**src/rtl/irq_aggregator.sv**
```systemverilog
module irq_aggregator #(
  parameter int N_LINES = 8,
  parameter int RD_W    = 64
) (
  input  logic               clk,
  input  logic               rst_n,
  input  logic               acc_valid,
  input  logic               acc_write,
  input  logic [1:0]         acc_addr,
  input  logic [1:0]         acc_size,
  input  logic [7:0]         acc_wdata,
  output logic [RD_W-1:0]    rd_data,
  output logic               acc_err,
  input  logic [N_LINES-1:0] dev_set,
  input  logic [N_LINES-1:0] dev_clr,
  output logic               irq_out,
  output logic               irq_post,
  output logic               irq_clear
);

  localparam logic [1:0] A_CMD  = 2'd0;
  localparam logic [1:0] A_MASK = 2'd1;
  localparam logic [1:0] A_SDAT = 2'd2;
  localparam logic [1:0] SZ_B   = 2'd0;
  localparam logic [1:0] SZ_D   = 2'd3;

  logic [N_LINES-1:0] pend_q, en_q, pend_n, en_n, eoi_vec;
  logic act_q, act_n, rd_ok, wr_ok;

  assign rd_ok = acc_valid && !acc_write &&
                 ((acc_addr == A_CMD && (acc_size == SZ_B || acc_size == SZ_D)) ||
                  (acc_addr == A_SDAT && acc_size == SZ_B));
  assign wr_ok = acc_valid && acc_write && acc_size == SZ_B;

  assign eoi_vec = (wr_ok && acc_addr == A_CMD) ?
                   ({{(N_LINES-1){1'b0}}, 1'b1} << acc_wdata[3:0]) : '0;
  assign en_n    = (wr_ok && acc_addr == A_MASK) ? ~acc_wdata[N_LINES-1:0] : en_q;
  assign pend_n  = (pend_q & ~dev_clr & ~eoi_vec) | dev_set;
  assign act_n   = |(pend_n & en_n);
  assign irq_out = act_q;

  always_ff @(posedge clk) begin
    if (!rst_n) begin
      pend_q    <= '0;
      en_q      <= '0;
      act_q     <= 1'b0;
      irq_post  <= 1'b0;
      irq_clear <= 1'b0;
      rd_data   <= '0;
      acc_err   <= 1'b0;
    end else begin
      pend_q    <= pend_n;
      en_q      <= en_n;
      act_q     <= act_n;
      irq_post  <= act_n && !act_q;
      irq_clear <= !act_n && act_q;
      rd_data   <= (rd_ok && acc_addr == A_CMD) ? RD_W'(pend_q) : '0;
      acc_err   <= acc_valid && !(rd_ok || wr_ok);
    end
  end

  assert_set_wins_R2: assert property (@(posedge clk) disable iff (!rst_n)
    (|dev_set) |=> ((pend_q & $past(dev_set)) == $past(dev_set)));

  assert_mask_load_R3: assert property (@(posedge clk) disable iff (!rst_n)
    (acc_valid && acc_write && acc_addr == A_MASK && acc_size == SZ_B)
    |=> (en_q == ~$past(acc_wdata[N_LINES-1:0])));

  assert_post_edge_R5: assert property (@(posedge clk) disable iff (!rst_n)
    irq_post |-> (irq_out && !$past(irq_out)));

  assert_clear_edge_R5: assert property (@(posedge clk) disable iff (!rst_n)
    irq_clear |-> (!irq_out && $past(irq_out)));

  assert_pulse_excl_R5: assert property (@(posedge clk) disable iff (!rst_n)
    !(irq_post && irq_clear));

  assert_sec_zero_R8: assert property (@(posedge clk) disable iff (!rst_n)
    (acc_valid && !acc_write && acc_addr == A_SDAT && acc_size == SZ_B)
    |=> (rd_data == '0 && !acc_err));

  assert_bad_size_R9: assert property (@(posedge clk) disable iff (!rst_n)
    (acc_valid && (acc_size == 2'd1 || acc_size == 2'd2)) |=> acc_err);

endmodule

```
**config.mk**
```make
export PLATFORM = sky130hd
export DESIGN_NAME = irq_aggregator
export DESIGN_NICKNAME = d
export VERILOG_FILES = /design/src/rtl/irq_aggregator.sv
export SDC_FILE = /design/constraint.sdc
export NUM_CORES = 1
export LEC_CHECK = 0
export BUFFER_PORTS_ARGS = -buffer_cell sky130_fd_sc_hd__buf_2
export CAP_MARGIN = 5
export CORE_MARGIN = 2
export CORE_UTILIZATION = 43
export DETAILED_ROUTE_END_ITERATION = 10
export PLACE_DENSITY = 0.8
export SETUP_SLACK_MARGIN = 0.1
export SYNTH_ARGS = -nofsm -noshare
export SYNTH_HDL_FRONTEND = slang
export SYNTH_SLANG_ARGS = --single-unit
```
**constraint.sdc**
```tcl
create_clock -name clk -period 3 [get_ports clk]
set_clock_uncertainty 0.05 [all_clocks]
set_input_delay 0.9 -clock clk [delete_from_list [all_inputs] [get_ports clk]]
set_output_delay 0.9 -clock clk [all_outputs]
set_load 0.02 [all_outputs]
```
==> flow_metrics.env, run 1 <==
export IMPL_ios=100
export IMPL_cts_made_buffers=3
export IMPL_synth_distinct_cells=34
export IMPL_drt_first_pass_iters=4
export IMPL_preCtsSetupSlack_ns=0.253
export IMPL_leakage_nw=0.826
export IMPL_rsz0062_at_grt="no"
export IMPL_initial_core_util_pct=44.6
export IMPL_port_buffers=43
export IMPL_diodes=0
export IMPL_ir_worst_vdd_v=0.000172
export IMPL_crit_arrival_ns=2.63
export IMPL_critPathMaxFanout=8
export IMPL_startpoint_type="input pin"
export IMPL_cts_path_max_buffers=2
export IMPL_ctsHoldBuffers=0
export IMPL_r2r_slack_ns=1.57
export IMPL_routed_wl_mm=2.97
export IMPL_crit_end="irq_clear$_SDFF_PN0_"
export IMPL_netlist_instances=185
export IMPL_min_delay_start="pend_q[7]$_SDFF_PN0_"
export IMPL_cts_tree="built"
export IMPL_hold_viol_final=0
export IMPL_layout_common_cells="conb_1, buf_2, dfxtp_1, a21oi_1"
export IMPL_syn_avg_cell_area_um2=8.83
export IMPL_die_w_um=65.6
export IMPL_gp_congestion=0.845
export IMPL_grt_ovfl_total=0
export IMPL_drv_slew=0
export IMPL_clk_latency_ns=0.27
export IMPL_fmax_ghz=0.406
export IMPL_netlist_area_mm2=0.00163
export IMPL_vias_per_cell=4.56
export IMPL_core_mm2=0.00366
export IMPL_status="completed"
export IMPL_setup_viol=0
export IMPL_antenna_left=0
export IMPL_rows=22
export IMPL_layout_commonest_cell="conb_1"
export IMPL_yosysSeqAreaShare_pct=34.3
export IMPL_path_class="in2reg"
export IMPL_cts_resized=0
export IMPL_drive_gt1_share_pct=24.8
export IMPL_clock_sinks=28
export IMPL_drt_iter0_markers=62
export IMPL_areaGrowthSynthToFinish_pct=7.66
export IMPL_num_vias=1269
export IMPL_power_density_mw_per_mm2=429
export IMPL_grt_max_degree=21
export IMPL_avgRoutedWirePerCell_um=10.7
export IMPL_setup_ws_ns=0.540
export IMPL_htree_num_levels=1
export IMPL_rr_endpoint="irq_clear$_SDFF_PN0_"
export IMPL_required_ns=3.17
export IMPL_grt_pass1_wl_mm=4.67
export IMPL_antenna_found_initial=0
export IMPL_startpoint="acc_size[0]"
export IMPL_min_period_ns=2.46
export IMPL_r2r_cells=5
export IMPL_post_dp_hpwl_mm=2.30
export IMPL_ys_seq_elements=28
export IMPL_grt_use_total_pct=13.7
export IMPL_cts_root_buf="clkbuf_8"
export IMPL_critPathCaptureType="flip-flop"
export IMPL_nets=264
export IMPL_cap_violations=0
export IMPL_drc_errors=0
export IMPL_period_share_pct=82.0
export IMPL_die_h_um=65.6
export IMPL_tns_ns=0
export IMPL_hp_class="reg2reg"
export IMPL_post_cts_buffers=0
export IMPL_dieArea_mm2=0.00431
export IMPL_fillers=367
export IMPL_clkTransAtPathRegs_ns=0.09
export IMPL_ys_warn_count=0
export IMPL_r2r_start="pend_q[3]$_SDFF_PN0_"
export IMPL_grt_pass1_vias=1120
worst min path at each step:
stage                            end  slack, ns  depth (start not counted)
2_1_floorplan  rd_data[0]$_SDFF_PN0_       0.37                          1
6_report       rd_data[7]$_SDFF_PN0_       0.40                          1
3_3_place_gp   rd_data[0]$_SDFF_PN0_       0.38                          1
4_1_cts        rd_data[7]$_SDFF_PN0_       0.40                          1
3_5_place_dp   rd_data[7]$_SDFF_PN0_       0.38                          1
5_1_grt        rd_data[4]$_SDFF_PN0_       0.43                          1
layout make-up:
cell class / instances / area, µm² / share of cell area (%)
multi-input cells: 146 / 820 / 46.6
repair buffers: 47 / 245 / 13.9
flip-flops and latches: 28 / 561 / 31.9
clock buffers: 4 / 55.1 / 3.13
well taps: 48 / 60.1 / 3.41
inverters: 5 / 18.8 / 1.07
sequential cells by signal, summed over array words and instances (netlist names):
signal / cells
irq_out: 1
en_q: 8
pend_q: 8
rd_data: 8
irq_post: 1
acc_err: 1
irq_clear: 1
power by group:
part | internal [mW] | leakage (nW) | total (mW) | switching, mW
sequential | 0.382 | 0.228 | 0.385 | 0.00332
clock | 0.118 | 0.0288 | 0.231 | 0.114
combinational | 0.0347 | 0.569 | 0.139 | 0.104
total | 0.534 | 0.826 | 0.755 | 0.222
Yosys cell counts (all sizes together):
library cell,n,share of area (%)
a2111oi,1,1.7
a211oi,3,1.4
a21oi,15,4.8
and2,9,3.4
and4,2,1.1
buf,57,26
clkbuf,4,1.0
clkinv,1,0.23
conb,1,0.23
dfxtp,28,34
ha,1,0.77
inv,4,0.92
nand2,4,0.92
nand2b,1,0.38
nand3,1,0.31
nand3b,1,0.46
nand4,1,0.38
nand4bb,2,1.4
nor2,9,2.1
nor2b,7,2.7
nor3b,1,0.46
nor4,3,1.5
o21ai,8,2.4
o32ai,7,4.7
or2,1,0.38
or3,7,2.7
or4,2,0.92
or4b,4,2.5
worst max-delay path, cell delays in order:
cell and delay, ns:
buf_2 0.09, inv_1 0.04, ha_1 0.20, nand4bb_1 0.11, buf_4 0.18, o32ai_1 0.40
a21oi_1 0.13, a2111oi_4 0.34, and4_1 0.23
routing by layer:
layer	global-route usage (%)	part of all wire [%]	vias up
met5	0	0	-
met4	4.69	1.2	0
met3	2.74	8.7	5
met2	26.0	51	62
met1	14.8	39	581
li1	-	-	621
through the flow:
stage,power (mW),hold slack [ns],utilization [%],std cells,instance area (µm²)
2_1_floorplan,0.549,0.371,-,240,1840
3_3_place_gp,0.529,0.377,46.5,274,1700
3_5_place_dp,0.531,0.383,46.5,274,1700
4_1_cts,0.761,0.405,48.1,278,1760
5_1_grt,0.790,0.428,48.1,278,1760
6_report,0.755,0.401,48.1,278,1760
cells by family (layout without fill, tap and decap cells):
family,Yosys count,count (layout),synth area share (%)
AO/OA/AOI/OAI,34,34,15.0
flip-flops,28,28,34.3
other,1,56,0.229
AND/OR/NAND/NOR,55,55,21.5
buffers and inverters,66,56,28.2
adder cells (fa/ha/maj),1,1,0.766
(Power assumes the default switching activity.)
==> run 2, diff against run 1 <==
==> constraint.sdc (replaced) <==
create_clock -name clk -period 2.43 [get_ports clk]
set_clock_uncertainty 0.05 [all_clocks]
set_input_delay 0.729 -clock clk [delete_from_list [all_inputs] [get_ports clk]]
set_output_delay 0.729 -clock clk [all_outputs]
set_load 0.02 [all_outputs]
==> run 2 against run 1 <==
Setup slack worse by 0.38 ns. Count of clock-buffer cells in the layout is 1 lower. Die area stayed put. Critical path depth is 3 lower. Hold slack worse by 0.0040 ns. Non-clock buffer count is 8 higher. Global-route usage is 0.74 points higher. Cell count is 2.5% higher. Clock power is 5% higher. Critical endpoint unchanged. Largest power group unchanged.
==> flow_metrics.env, run 2 (synthesis results as in run 1) <==
export IMPL_status="completed"
export IMPL_post_dp_hpwl_mm=2.41
export IMPL_setup_viol=0
export IMPL_hold_viol_final=0
export IMPL_areaGrowthSynthToFinish_pct=15.5
export IMPL_avgRoutedWirePerCell_um=11.1
export IMPL_grt_pass1_vias=1100
export IMPL_cts_tree="built"
export IMPL_cts_made_buffers=3
export IMPL_cts_root_buf="clkbuf_8"
export IMPL_cts_path_max_buffers=2
export IMPL_grt_ovfl_total=0
export IMPL_clk_latency_ns=0.27
export IMPL_final_util_pct=51.5
export IMPL_port_buffers=43
export IMPL_finish_instance_area_mm2=0.00189
export IMPL_period_share_pct=93.5
export IMPL_nets=272
export IMPL_layout_common_cells="conb_1, buf_2, dfxtp_1, a21oi_1, buf_4"
export IMPL_hp_class="reg2reg"
export IMPL_die_w_um=65.6
export IMPL_diodes=0
export IMPL_die_h_um=65.6
export IMPL_placedCellCount=282
export IMPL_drv_slew=0
export IMPL_required_ns=2.60
export IMPL_htree_num_levels=1
export IMPL_power_total_mw=0.913
export IMPL_grt_pass1_wl_mm=4.78
export IMPL_ctsHoldBuffers=0
export IMPL_startpoint_type="input pin"
export IMPL_antenna_left=0
export IMPL_power_density_mw_per_mm2=484
export IMPL_grt_max_degree=20
export IMPL_clock_sinks=28
export IMPL_finalNonFillerCells=285
export IMPL_initial_core_util_pct=44.6
export IMPL_dieArea_mm2=0.00431
export IMPL_placed_area_mm2=0.00176
export IMPL_critPathCaptureType="flip-flop"
export IMPL_reg_largest_list="en_q x8, pend_q x8, rd_data x8"
export IMPL_min_period_ns=2.27
export IMPL_core_mm2=0.00366
export IMPL_antenna_found_initial=0
export IMPL_critPathMaxFanout=8
export IMPL_drt_iter0_markers=91
export IMPL_path_class="in2reg"
export IMPL_rows=22
export IMPL_drt_first_pass_iters=4
export IMPL_rsz0062_at_grt="no"
export IMPL_crit_arrival_ns=2.44
export IMPL_layout_commonest_cell="conb_1"
export IMPL_fmax_ghz=0.440
export IMPL_tns_ns=0
export IMPL_num_vias=1293
export IMPL_ios=100
export IMPL_gp_congestion=0.802
export IMPL_ir_worst_vdd_v=0.000219
export IMPL_drc_errors=0
export IMPL_fillers=354
export IMPL_clkTransAtPathRegs_ns=0.09
export IMPL_drive_gt1_share_pct=29.5
export IMPL_leakage_nw=0.872
export IMPL_vias_per_cell=4.54
export IMPL_cap_violations=0
export IMPL_grt_use_total_pct=14.4
export IMPL_routed_wl_mm=3.16
run 2: changes by cell type in the layout (fill, tap and decap cells not counted):
cell	change
buf_4	+6
o32ai_1	-5
o32ai_4	+3
buf_6	+2
o32ai_2	+2
clkbuf_8	-1
ha_1	-1
ha_2	+1
run 2: what timing repair did:
action	CTS	global route
hold endpoints to repair	0	0
endpoints found under the setup margin	0	3
resized for setup	0	11
setup buffers	0	0
run 2: layout make-up:
class | instances | area, µm² | area share (%)
Multi-Input combinational cell | 146 | 893 | 47.3
Sequential cell | 28 | 561 | 29.7
Tap cell | 48 | 60.1 | 3.18
Inverter | 5 | 18.8 | 0.995
Timing Repair Buffer | 55 | 313 | 16.6
Clock buffer | 3 | 41.3 | 2.19
run 2: final timing paths:
kind,cells past startpoint,slack [ns],from,to
max,6,0.16,acc_wdata[1],irq_clear$_SDFF_PN0_
min,1,0.40,pend_q[4]$_SDFF_PN0_,rd_data[4]$_SDFF_PN0_
max reg2reg,5,1.01,pend_q[1]$_SDFF_PN0_,irq_clear$_SDFF_PN0_
min reg2reg,1,0.40,pend_q[4]$_SDFF_PN0_,rd_data[4]$_SDFF_PN0_
run 2: through the flow:
stage / hold slack [ns] / worst slack [ns]
6_report: 0.397 / 0.157
5_1_grt: 0.428 / 0.0829
4_1_cts: 0.405 / 0.148
3_5_place_dp: 0.384 / -0.134
3_3_place_gp: 0.375 / -0.122
2_1_floorplan: 0.371 / 0.122
run 2: power by group:
group	internal [mW]	total, mW	switching, mW	leakage, nW
Clock	0.111	0.243	0.132	0.0216
Sequential	0.471	0.475	0.00426	0.228
Combinational	0.0566	0.194	0.138	0.622
run 2: worst max-delay path, stage by stage:
cell       delay (ns)
buf_2            0.14
or4_1            0.59
o32ai_4          0.25
a21oi_1          0.12
a2111oi_4        0.39
and4_1           0.23
run 2: layer usage:
layer / share of wire [%] / wire length (µm) / track usage [%]
met5: 0 / 0 / 0
met4: 2.1 / 65 / 7.81
met3: 8.8 / 278 / 3.42
met2: 53 / 1670 / 25.3
met1: 36 / 1150 / 15.9
